### src/rtl/fdc_host_regs.sv
module fdc_host_regs #(
  parameter int DW = 8,
  parameter int SYNC = 2
) (
  input  logic          clk,
  input  logic          rst_n,
  input  logic          cs_n,
  input  logic          rd_n,
  input  logic          wr_n,
  input  logic [1:0]    addr,
  input  logic [DW-1:0] bus_in,
  output logic [DW-1:0] bus_out,
  output logic          bus_oe,
  input  logic          mode_write,
  input  logic          xfer_active,
  input  logic [DW-1:0] disk_byte,
  input  logic          disk_byte_valid,
  input  logic          disk_byte_req,
  output logic [DW-1:0] disk_wbyte,
  input  logic [DW-1:0] ext_status,
  input  logic          cmd_done,
  input  logic          force_irq,
  output logic [DW-1:0] cmd_reg,
  output logic [DW-1:0] track_reg,
  output logic [DW-1:0] sector_reg,
  output logic          cmd_strobe,
  output logic          drq,
  output logic          irq
);
  localparam logic [1:0] A_CMD = 2'd0, A_TRK = 2'd1, A_SEC = 2'd2, A_DAT = 2'd3;

  logic [SYNC:0] rd_sh, wr_sh;
  logic [DW-1:0] data_q, stat;
  logic          lost_q;

  always_ff @(posedge clk or negedge rst_n)
    if (!rst_n) begin
      rd_sh <= '0;
      wr_sh <= '0;
    end else begin
      rd_sh <= {rd_sh[SYNC-1:0], ~cs_n & ~rd_n};
      wr_sh <= {wr_sh[SYNC-1:0], ~cs_n & ~wr_n};
    end

  wire rd_go  = rd_sh[SYNC-1] & ~rd_sh[SYNC];
  wire wr_go  = wr_sh[SYNC-1] & ~wr_sh[SYNC];
  wire rd_st  = rd_go && addr == A_CMD;
  wire rd_dat = rd_go && addr == A_DAT;
  wire wr_cmd = wr_go && addr == A_CMD;
  wire wr_dat = wr_go && addr == A_DAT;
  wire rx_evt = xfer_active && !mode_write && disk_byte_valid;
  wire tx_evt = xfer_active && mode_write && disk_byte_req;

  always_comb begin
    stat    = ext_status;
    stat[2] = lost_q;
    stat[1] = xfer_active ? drq : ext_status[1];
  end

  assign bus_oe = ~cs_n & ~rd_n;
  always_comb
    case (addr)
      A_CMD:   bus_out = stat;
      A_TRK:   bus_out = track_reg;
      A_SEC:   bus_out = sector_reg;
      default: bus_out = data_q;
    endcase

  always_ff @(posedge clk or negedge rst_n)
    if (!rst_n) begin
      cmd_reg    <= '0;
      track_reg  <= '0;
      sector_reg <= '0;
      cmd_strobe <= 1'b0;
      irq        <= 1'b0;
    end else begin
      cmd_strobe <= wr_cmd;
      if (wr_cmd) cmd_reg <= bus_in;
      if (wr_go && addr == A_TRK) track_reg <= bus_in;
      if (wr_go && addr == A_SEC) sector_reg <= bus_in;
      if (cmd_done || force_irq) irq <= 1'b1;
      else if (rd_st || wr_cmd)  irq <= 1'b0;
    end

  always_ff @(posedge clk or negedge rst_n)
    if (!rst_n) begin
      data_q     <= '0;
      disk_wbyte <= '0;
      drq        <= 1'b0;
      lost_q     <= 1'b0;
    end else if (wr_cmd) begin
      drq    <= 1'b0;
      lost_q <= 1'b0;
    end else if (rx_evt) begin
      data_q <= disk_byte;
      drq    <= 1'b1;
      if (drq && !rd_dat) lost_q <= 1'b1;
    end else if (tx_evt) begin
      drq <= 1'b1;
      if (wr_dat) begin
        data_q     <= bus_in;
        disk_wbyte <= bus_in;
      end else if (!drq) begin
        disk_wbyte <= data_q;
      end else begin
        disk_wbyte <= '0;
        lost_q     <= 1'b1;
      end
    end else begin
      if (rd_dat && !mode_write) drq <= 1'b0;
      if (wr_dat) begin
        data_q <= bus_in;
        if (mode_write) drq <= 1'b0;
      end
    end
endmodule

### config.mk
export PLATFORM = sky130hd
export DESIGN_NAME = fdc_host_regs
export DESIGN_NICKNAME = d
export VERILOG_FILES = /design/src/rtl/fdc_host_regs.sv
export SDC_FILE = /design/constraint.sdc
export NUM_CORES = 1
export LEC_CHECK = 0
export CORE_ASPECT_RATIO = 0.5
export CORE_MARGIN = 3
export CORE_UTILIZATION = 45
export CTS_BUF_LIST = sky130_fd_sc_hd__clkbuf_16
export CTS_CLUSTER_DIAMETER = 50
export DETAILED_ROUTE_END_ITERATION = 10
export PLACE_DENSITY_LB_ADDON = 0.1
export SLEW_MARGIN = 20
export SYNTH_ARGS = -nofsm -noshare
export SYNTH_HDL_FRONTEND = slang
export SYNTH_SLANG_ARGS = --single-unit
### constraint.sdc
create_clock -name clk -period 4.5 [get_ports clk]
set_input_delay 1.125 -clock clk [delete_from_list [all_inputs] [get_ports clk]]
set_output_delay 1.125 -clock clk [all_outputs]
set_load 0.1 [all_outputs]
Yosys cells after proc, flatten, opt, wreduce, memory -nomap -nowiden

Cells that the tools add are included.

Bits in registers: 50
Bits of input ports: 37
Output and inout bits: 44
Word-level logic and storage cells: 71

Equality and inequality tests: 5
Mux-type cells: 20
Bitwise logic cells: 11
Reductions and logical operators: 24

Operators by type and width:

| cell                                                   | number |
|---|---|
| two-way mux 8 bit                                      | 4 |
| one-hot mux 8 bit (3 select lines)                     | 1 |
| two-way mux 1 bit                                      | 15 |
| logical AND 1 bit                                      | 12 |
| inverter 1 bit                                         | 7 |
| inequality test 3 x 2 -> 1 bit (second input constant) | 2 |
| nonzero test 3 bit                                     | 2 |
| AND 1 bit                                              | 4 |
| equality test 2 bit (second input constant)            | 2 |
| AND reduction 4 bit                                    | 1 |
| nonzero test 2 bit                                     | 2 |
| AND reduction 3 bit                                    | 1 |
| equality test 2 x 1 -> 1 bit (second input constant)   | 1 |
| logical NOT 1 bit                                      | 2 |
| logical NOT 2 bit                                      | 1 |
| logical OR 1 bit                                       | 2 |
| AND reduction 2 bit                                    | 1 |

Logic depth before layout (Yosys ltp)

Gate-level depths: netlist of the first run.

Depth in word-level cells: 10
Mapped depth: 5
Depth with buffers taken out: 4

Worst setup path before layout of the first run

OpenSTA, ideal clock, no wires.

Path type: input port to output port
Start: input port rd_n
End: output port bus_oe
Arrival time: 2.402 ns
Required time: 3.375 ns
Path slack: 0.973 ns
Stages: 1
Cell sequence: nor2_1

Cells in the longest elaborated chain, start to end: 2

Ends and longest elaborated chain:

| element         | RTL line | source |
|---|---|---|
| start, declared | 8        | `input logic rd_n,` |
| inverter 1 bit  | 60       | `assign bus_oe = ~cs_n & ~rd_n;` |
| AND 1 bit       | 60       |  |
| end, declared   | 13       | `output logic bus_oe,` |

Every way passes these cells.

Worst setup path in the final report of the first run

Start: input port addr[1]
End: output port bus_out[0]

Cells in the longest elaborated chain, start to end: 2

Ends and longest elaborated chain:

| element                                           | RTL line | source |
|---|---|---|
| start, declared                                   | 10       | `input logic [1:0] addr,` |
| equality test 2 bit, or another cell as far along | 62       | `case (addr)` |
| one-hot mux 8 bit (3 select lines) (*)            | 62       |  |
| end, declared                                     | 12       | `output logic [DW-1:0] bus_out,` |

Mark *: on every way between the ends. The rest lies on a longest branch, timed or not.

==> results of run 1 <==
[layout make-up]
cell class | instances | area [um2]
Clock buffer | 5 | 125
Clock inverter | 3 | 37.5
Sequential cell | 50 | 1250
Inverter | 24 | 90.1
Tap cell | 66 | 82.6
Multi-Input combinational cell | 107 | 933
Fill cell | 336 | 1280
Timing Repair Buffer | 84 | 903
[power by group through the flow]
stage | Sequential, mW | Clock (mW) | Combinational, mW
2_1_floorplan | 1.09 | 0 | 0.280
3_3_place_gp | 0.607 | 0 | 1.04
3_5_place_dp | 0.610 | 0 | 1.05
4_1_cts | 0.603 | 0.424 | 1.05
5_1_grt | 0.616 | 0.444 | 1.08
6_report | 0.604 | 0.420 | 1.05
[layer usage]
layer	global-route usage	vias to the layer above	share of wire
li1	-	851	-
met1	0.341	945	0.48
met2	0.277	72	0.42
met3	0.0452	8	0.087
met4	0.0558	0	0.0088
met5	0	-	0
[layout by cell type (no fill, tap or decap), types with 2 or more instances in the layout]
master	Yosys	layout
a21oi_1	9	9
a222oi_1	7	7
a31oi_1	8	8
buf_12	0	8
buf_4	2	7
clkbuf_16	0	5
clkdlybuf4s50_1	0	69
dfrtp_1	50	50
inv_1	24	26
mux2_2	18	18
mux4_2	8	8
nand2_1	13	13
nand3b_1	8	8
nand4b_1	2	2
nor2_1	3	3
nor4bb_2	0	2
o21ai_0	8	8
or2_2	7	7
[worst paths after layout]
kind                           from           end  slack [ns]  cells past startpoint
max in group asynchronous     rst_n  track_reg[5]        3.23                      1
setup / recovery            addr[1]    bus_out[0]        0.70                      3
min in group asynchronous     rst_n    cmd_reg[2]        0.85                      1
setup reg to reg           wr_sh[2]  track_reg[3]        2.65                      3
hold reg to reg            rd_sh[0]      rd_sh[1]        0.35                      0
hold / removal             rd_sh[0]      rd_sh[1]        0.35                      0
[cell families after synthesis]
family,count (synthesis)
and+or+nand+nor,44
buffers and inverters,38
DFF,50
muxes,27
AOI/OAI and AO/OA,36
==> results.txt, run 1 <==
Status -> finished clean
Rows -> 17
Layout Area Growth over Synthesis -> 45.6%
Synth unique cells -> 33
Critical Path AT -> 2.68 ns
Slew @ Worst Pin -> 0.992 ns
Post-Synth Simple-Gate Area -> 0.115
Residual DRC count -> 0
Hold buffers post-CTS -> 0
Die height -> 57.1 um
Yosys Warn Count -> 0
Hold Vio Cnt, Final -> 0
First-pass GRT wire length -> 9900 um
Total power -> 2.07 mW
PortBufs -> 79
Core area -> 4700 um2
Number of clock sinks -> 50
Via Count -> 1876
Most used DFF post-synth -> dfrtp_1
Total GRT Usage -> 0.210
Synth top area share -> 0.532
Max IR drop VDD -> 0.368 mV
DR vias/cell -> 5.53
Post-CTS Setup Inserts -> 0
DR WL/cell -> 17.7 um
Post-synth EDFFs -> 0
FMAX -> 263 MHz
Leak -> 1.51 nW
Hold/Removal Path Class -> flip-flop to flip-flop
Slew Limit Fails -> 0
H-tree Lvls -> 2
Final min period -> 3.80 ns
Area after DPL -> 3260 um2
WP buf/inv -> 2
TritonRoute pass-1 iters -> 4
Routed wire length -> 6010 um
Die footprint -> 6180 um2
CTS tree -> done
Post-Synthesis Cells -> 195
Area contributors post-synth -> dfrtp_1 53%, mux2_2 8.6%, mux4_2 7.7%
DR iter-0 viols -> 103
Antenna-violating nets left -> 0
Final Util -> 0.728
Main combinational cell family by area after synthesis -> multiplexers
Final nets -> 309
CP Launch Type -> input port
P per Cell Area -> 605 nW/um2
Switch share -> 0.475
Num CTS Buffers -> 5
XOR/XNOR Fraction of Synth Area -> 0
Data required, critical path -> 3.38 ns
Multiplexer share of the synthesized area -> 0.167
Max clock buf depth -> 2
Slew headroom -> 0.336
Antenna Cells -> 0
WS Path Type -> input port to primary output
Initial core utilization -> 0.500
Grt total ovfl -> 0
Register area share after synthesis -> 0.532
RSZ-0062 raised after global routing -> no
Mapped Area -> 2350 um2
Vias in the first global route -> 1822
Chip Width -> 108 um
Worst-Skew Late Latency -> 0.29 ns
Pin count of the biggest net entering global routing -> 51
Post-synth top cells -> 50 x dfrtp_1, 24 x inv_1, 18 x mux2_2
CP max FO -> 14
CTS clk-pin slew, worst paths -> 0.06 ns
Slowest stage delay, CP -> 0.91 ns
Crit share post-route -> 0.845
Maxcap violations -> 0
CP endpoint kind -> primary output
Combinational Power Share -> 0.506
Seq pwr share -> 0.291
Syn nets -> 232
Final Cell Area -> 3420 um2
Most common cell in the netlist -> dfrtp_1
Yosys reg bits -> 50
Post-synth ARST share -> 1.00
Pint -> 1.09 mW
Initial antenna violation count -> 0
Root buf cell -> clkbuf_16
Sw power -> 0.985 mW
Setup Skew -> 0.00524 ns
Share of post-route cells with drive strength above 1 -> 0.220
Non-Filler Instances -> 339
Post-cts repair resize count -> 0
Worst hold slack -> 0.354 ns
Placer's final routability congestion estimate -> 0.841
Final Setup Violations -> 0
I/O pin count -> 81
Slowest cell on crit path -> clkdlybuf4s50_1
CP top delay family -> buffers and inverters
Post-Syn Area per Cell -> 12.1 um2
Placed cell count -> 331
Clock share of power -> 0.203
Compound-Gate Fraction of Synth Area -> 0.109
Synth Area in Adders -> 0
Setup TNS -> 0 ns
Crit path cell chain -> clkdlybuf4s50_1, mux4_2, buf_12
HPWL after DPL -> 4370 um
Yosys top cell by area -> dfrtp_1
DP Worst Slack -> 0.691 ns
Setup ws final -> 0.696 ns
(Power assumes the default switching activity.)
==> run 2: changes to the inputs <==
clock period = 3.66 ns   (was 4.5 ns; I/O delays follow)
==> run 2 against run 1 <==
Critical path depth increased by 1. Sequential power up 23%. Sequential share of layout area rose by 0.57 points. Worst setup slack worse by 0.39 ns. Global-route usage shrank 0.48 points. Clock power is 1% higher. Via count grew 0.48%. Count of clock-buffer cells in the layout unchanged. Largest cell class unchanged.
==> results.txt, run 2 (same netlist as run 1, synthesis figures left out) <==
Status -> finished clean
Non-Filler Instances -> 341 (+0.59%)
R2R Setup Slk -> 1.85 ns (-0.80 ns)
Pint -> 1.25 mW (+15%)
CP endpoint kind -> primary output
Slowest cell on crit path -> clkdlybuf4s50_1
Critical Path AT -> 2.44 ns (-0.24 ns)
Setup TNS -> 0 ns (unchanged)
Initial antenna violation count -> 0 (unchanged)
Pin count of the biggest net entering global routing -> 51 (unchanged)
Total power -> 2.44 mW (+18%)
Residual DRC count -> 0 (unchanged)
Reg area -> 1250 um2 (unchanged)
Cells on worst reg2reg path -> 3 (unchanged)
Placer's final routability congestion estimate -> 0.845 (+0.45%)
Critical R2R Capture -> data_q[5]
Slew @ Worst Pin -> 0.977 ns (-0.0150 ns)
Slew headroom -> 0.346 (+0.0101)
Final min period -> 3.35 ns
Number of clock sinks -> 50 (unchanged)
DR WL/cell -> 17.5 um (-1.0%)
Leak -> 1.53 nW (+1.3%)
Hold Path Stages -> 0 (unchanged)
DR vias/cell -> 5.53 (-0.11%)
Final nets -> 312 (+0.97%)
Critical hold path startpoint -> rd_sh[0]
Die height -> 57.1 um (unchanged)
DP Worst Slack -> 0.301 ns (-0.390 ns)
Max IR drop VDD -> 0.394 mV (+6.8%)
PortBufs -> 79 (unchanged)
Setup Skew -> 0.00276 ns (-0.00248 ns)
RSZ-0062 raised after global routing -> no
Post-cts repair resize count -> 0 (unchanged)
DR iter-0 viols -> 122 (+18%)
Worst min-delay path endpoint -> rd_sh[1]
Final Setup Violations -> 0 (unchanged)
FMAX -> 298 MHz
Antenna Cells -> 0 (unchanged)
Grt total ovfl -> 0 (unchanged)
Layout fillers -> 329 (-2.1%)
Rows -> 17 (unchanged)
Root buf cell -> clkbuf_16
Max clock buf depth -> 2 (unchanged)
Routed wire length -> 5980 um (-0.43%)
Sw power -> 1.19 mW (+21%)
First-pass GRT wire length -> 9560 um (-3.5%)
Total GRT Usage -> 0.205 (-0.00477)
Chip Width -> 108 um (unchanged)
Hold Vio Cnt, Final -> 0 (unchanged)
Post-CTS Setup Inserts -> 0 (unchanged)
P per Cell Area -> 724 nW/um2 (+20%)
Combinational Power Share -> 0.522 (+0.016)
Maxcap violations -> 0 (unchanged)
Most frequent cells in the layout -> 51 x clkdlybuf4s50_1, 50 x dfrtp_1, 28 x buf_4
Crit path cell chain -> clkdlybuf4s50_1, mux2_2, mux4_2, buf_12
Layout Area Growth over Synthesis -> 43.4%
Antenna-violating nets left -> 0 (unchanged)
Initial core utilization -> 0.500 (unchanged)
Most common cell after layout, fill and taps aside -> clkdlybuf4s50_1
WS Path Type -> input port to primary output
Vias in the first global route -> 1784 (-2.1%)
Final Util -> 0.717 (-0.0112)
CP max FO -> 4 (-10)
Via Count -> 1885 (+0.48%)
Data required, critical path -> 2.74 ns (-0.64 ns)
H-tree Lvls -> 2 (unchanged)
CP top delay family -> multiplexers
TritonRoute pass-1 iters -> 5 (+1)
Clock share of power -> 0.174 (-0.029)
Hold buffers post-CTS -> 0 (unchanged)
I/O pin count -> 81 (unchanged)
Slew Limit Fails -> 0 (unchanged)
Core area -> 4700 um2 (unchanged)
Die footprint -> 6180 um2 (unchanged)
Crit share post-route -> 0.916
Placed cell count -> 334 (+0.91%)
Multi-input gate area -> 933 um2 (unchanged)
WP buf/inv -> 2 (unchanged)
Num CTS Buffers -> 5 (unchanged)
Hold/Removal Path Class -> flip-flop to flip-flop
Seq pwr share -> 0.304 (+0.013)
Switch share -> 0.489 (+0.0132)
CP Launch Type -> input port
CTS clk-pin slew, worst paths -> 0.06 ns (about the same)
Share of post-route cells with drive strength above 1 -> 0.291 (+0.0711)
Slowest stage delay, CP -> 0.51 ns (-0.40 ns)
Worst-Skew Late Latency -> 0.28 ns (about the same)
CTS tree -> done
HPWL after DPL -> 4520 um (+3.4%)
Reg2Reg Launch Point -> wr_sh[2]
Setup ws final -> 0.306 ns (-0.390 ns)
run 2: cell count changes in the layout (fill, tap and decap cells not counted), sizes merged:
cell,change
bufinv,-1
buf,+21
clkdlybuf4s50,-18
run 2: area by class of cell:
| cell class | count | share of cell area |
|---|---|---|
| flip-flops and latches | 50 | 0.371 |
| multi-input cells | 107 | 0.277 |
| repair buffers | 87 | 0.261 |
| clock buffers | 5 | 0.0371 |
| inverters | 24 | 0.0267 |
| well taps | 66 | 0.0245 |
| clock inverters | 2 | 0.00223 |
run 2: worst reg2reg max path: cells and delay by family (launching register included):
kind            cells  cell delay (ns)
compound gates      2             0.51
flops               1             0.42
simple gates        1             0.74
run 2: power groups by stage:
stage | sequential (mW) | clock (mW) | combinational [mW]
finish | 0.743 | 0.425 | 1.27
floorplan | 1.34 | 0 | 0.344
CTS | 0.742 | 0.435 | 1.28
detailed placement | 0.750 | 0 | 1.28
global route | 0.758 | 0.458 | 1.31
global placement | 0.746 | 0 | 1.27
run 2: worst max-delay path by stage:
| stage | start | end | slack (ns) | cells after the start |
|---|---|---|---|---|
| finish | xfer_active | bus_out[1] | 0.31 | 4 |
| global placement | xfer_active | bus_out[1] | 0.31 | 4 |
| global route | xfer_active | bus_out[1] | 0.27 | 4 |
| detailed placement | xfer_active | bus_out[1] | 0.30 | 4 |
| CTS | xfer_active | bus_out[1] | 0.30 | 4 |
| floorplan | rd_n | bus_oe | 0.55 | 1 |
run 2: per-layer routing:
layer  up-vias  routed length (um)  share of wire  GRT usage
li1        858                   -              -          -
met1       933                2660           0.45      0.315
met2        88                2640           0.44      0.292
met3         6                 627           0.10     0.0497
met4         0                  46         0.0077     0.0504
met5         -                   0              0          0
run 2: stage by stage:
step	hold WS, ns	area, um2
2_1_floorplan	0.331	2350
3_3_place_gp	0.335	3240
3_5_place_dp	0.339	3240
4_1_cts	0.352	3370
5_1_grt	0.373	3370
6_report	0.350	3370
==> run 3: changes to the inputs <==
CORE_MARGIN = 2   (was 3)
==> run 3 against run 2 <==
Clock skew up 0.0037 ns. Via count down 1.4%. Routed wire length down 1.2%. Power about the same. Critical endpoint unchanged. Sequential share of layout area up 0.22 points. Critical path type unchanged.
==> results.txt, run 3 (same netlist as run 1, synthesis figures left out) <==
H-tree Lvls -> 2 (unchanged)
Clock share of power -> 0.175 (about the same)
Via Count -> 1858 (-1.4%)
Num CTS Buffers -> 5 (unchanged)
R2R Setup Slk -> 1.85 ns (about the same)
Slowest stage delay, CP -> 0.51 ns (about the same)
Share of post-route cells with drive strength above 1 -> 0.300 (+0.00946)
Initial core utilization -> 0.472 (-0.0278)
Slew headroom -> 0.343 (-0.00385)
Data required, critical path -> 2.74 ns (about the same)
DR iter-0 viols -> 66 (-46%)
Worst-Skew Late Latency -> 0.28 ns (about the same)
Routed wire length -> 5910 um (-1.2%)
Layout fillers -> 405 (+23%)
Cells on worst reg2reg path -> 3 (unchanged)
Total power -> 2.44 mW (about the same)
Combinational Power Share -> 0.520 (-0.002)
Max clock buf depth -> 2 (unchanged)
Slowest cell on crit path -> clkdlybuf4s50_1
Hold buffers post-CTS -> 0 (unchanged)
I/O pin count -> 81 (unchanged)
RSZ-0062 raised after global routing -> no
DR WL/cell -> 17.2 um (-1.7%)
Die footprint -> 5850 um2 (-5.3%)
Post-cts repair resize count -> 0 (unchanged)
Total GRT Usage -> 0.214 (+0.00879)
CTS tree -> done
CP top delay family -> multiplexers
CTS clk-pin slew, worst paths -> 0.06 ns (about the same)
Most common cell after layout, fill and taps aside -> dfrtp_1
Hold Vio Cnt, Final -> 0 (unchanged)
CP endpoint kind -> primary output
Grt total ovfl -> 0 (unchanged)
CP Launch Type -> input port
Leak -> 1.53 nW (-0.35%)
TritonRoute pass-1 iters -> 4 (-1)
Chip Width -> 106 um (-1.8%)
Root buf cell -> clkbuf_16
Status -> finished clean
Pin count of the biggest net entering global routing -> 51 (unchanged)
Layout Area Growth over Synthesis -> 42.5%
Max IR drop VDD -> 0.407 mV (+3.3%)
Hold Path Stages -> 0 (unchanged)
Critical R2R Capture -> disk_wbyte[4]
Setup TNS -> 0 ns (unchanged)
Rows -> 18 (+1)
WS Path Type -> input port to primary output
Setup Skew -> 0.00647 ns (+0.00371 ns)
DR vias/cell -> 5.42 (-2.0%)
Vias in the first global route -> 1729 (-3.1%)
Critical hold path startpoint -> rd_sh[0]
Maxcap violations -> 0 (unchanged)
Switch share -> 0.490 (+0.00162)
Seq pwr share -> 0.305 (about the same)
HPWL after DPL -> 4440 um (-1.8%)
Antenna-violating nets left -> 0 (unchanged)
CP max FO -> 4 (unchanged)
Post-CTS Setup Inserts -> 0 (unchanged)
Crit path cell chain -> clkdlybuf4s50_1, mux2_2, mux4_2, buf_12
Initial antenna violation count -> 0 (unchanged)
First-pass GRT wire length -> 9090 um (-4.8%)
Final Setup Violations -> 0 (unchanged)
Antenna Cells -> 0 (unchanged)
Residual DRC count -> 0 (unchanged)
Number of clock sinks -> 50 (unchanged)
Slew Limit Fails -> 0 (unchanged)
FMAX -> 298 MHz (about the same)
Critical Path AT -> 2.44 ns (about the same)
Core area -> 4980 um2 (+5.9%)
Slew @ Worst Pin -> 0.983 ns (+0.00576 ns)
WP buf/inv -> 2 (unchanged)
P per Cell Area -> 729 nW/um2 (+0.64%)
Placer's final routability congestion estimate -> 0.782 (-7.4%)
Reg2Reg Launch Point -> wr_sh[2]
Hold/Removal Path Class -> flip-flop to flip-flop
Most frequent cells in the layout -> 50 x dfrtp_1, 47 x clkdlybuf4s50_1, 30 x buf_4
Worst min-delay path endpoint -> rd_sh[1]
Pint -> 1.24 mW (-0.27%)
Die height -> 55.1 um (-3.5%)
Final min period -> 3.35 ns (-0.000240 ns)
PortBufs -> 79 (unchanged)
Sw power -> 1.20 mW (+0.37%)
Final nets -> 310 (-0.64%)
Crit share post-route -> 0.916 (about the same)
[run 3: changes by cell type in the layout (fill, tap and decap cells not counted)]
cell,before,now
clkdlybuf4s50_1,51,47
buf_4,28,30
[run 3: layout make-up]
class / instances / area [um2] / area share
sequential: 50 / 1250 / 0.373
inverter: 24 / 90.1 / 0.0269
clock inverter: 2 / 7.51 / 0.00224
clock buffer: 5 / 125 / 0.0373
multi-input combinational: 107 / 933 / 0.279
tap: 70 / 87.6 / 0.0261
timing repair buffer: 85 / 856 / 0.255
[run 3: worst max-delay path by stage]
stage	cells after the start	start	endpoint
2_1_floorplan	1	rd_n	bus_oe
3_3_place_gp	4	xfer_active	bus_out[1]
3_5_place_dp	4	xfer_active	bus_out[1]
4_1_cts	4	xfer_active	bus_out[1]
5_1_grt	4	xfer_active	bus_out[1]
6_report	4	xfer_active	bus_out[1]
[run 3: routing by layer]
| metal | global-route usage | share of wire |
|---|---|---|
| met1 | 0.311 | 0.48 |
| met2 | 0.313 | 0.43 |
| met3 | 0.0574 | 0.075 |
| met4 | 0.0702 | 0.0086 |
| met5 | 0 | 0 |
[run 3: power by group through the flow]
stage | sequential, mW | clock (mW) | combinational, mW
2_1_floorplan | 1.34 | 0 | 0.344
5_1_grt | 0.760 | 0.464 | 1.31
4_1_cts | 0.744 | 0.434 | 1.28
3_3_place_gp | 0.748 | 0 | 1.26
6_report | 0.744 | 0.427 | 1.27
3_5_place_dp | 0.754 | 0 | 1.27
[run 3: through the flow]
step	area [um2]	hold slack (ns)	worst slack (ns)	instances	util
3_5_place_dp	3220	0.336	0.307	336	0.646
6_report	3350	0.348	0.306	343	0.673
3_3_place_gp	3220	0.333	0.312	336	0.646
5_1_grt	3350	0.358	0.248	343	0.673
4_1_cts	3350	0.350	0.307	343	0.673
2_1_floorplan	2350	0.331	0.553	195	-
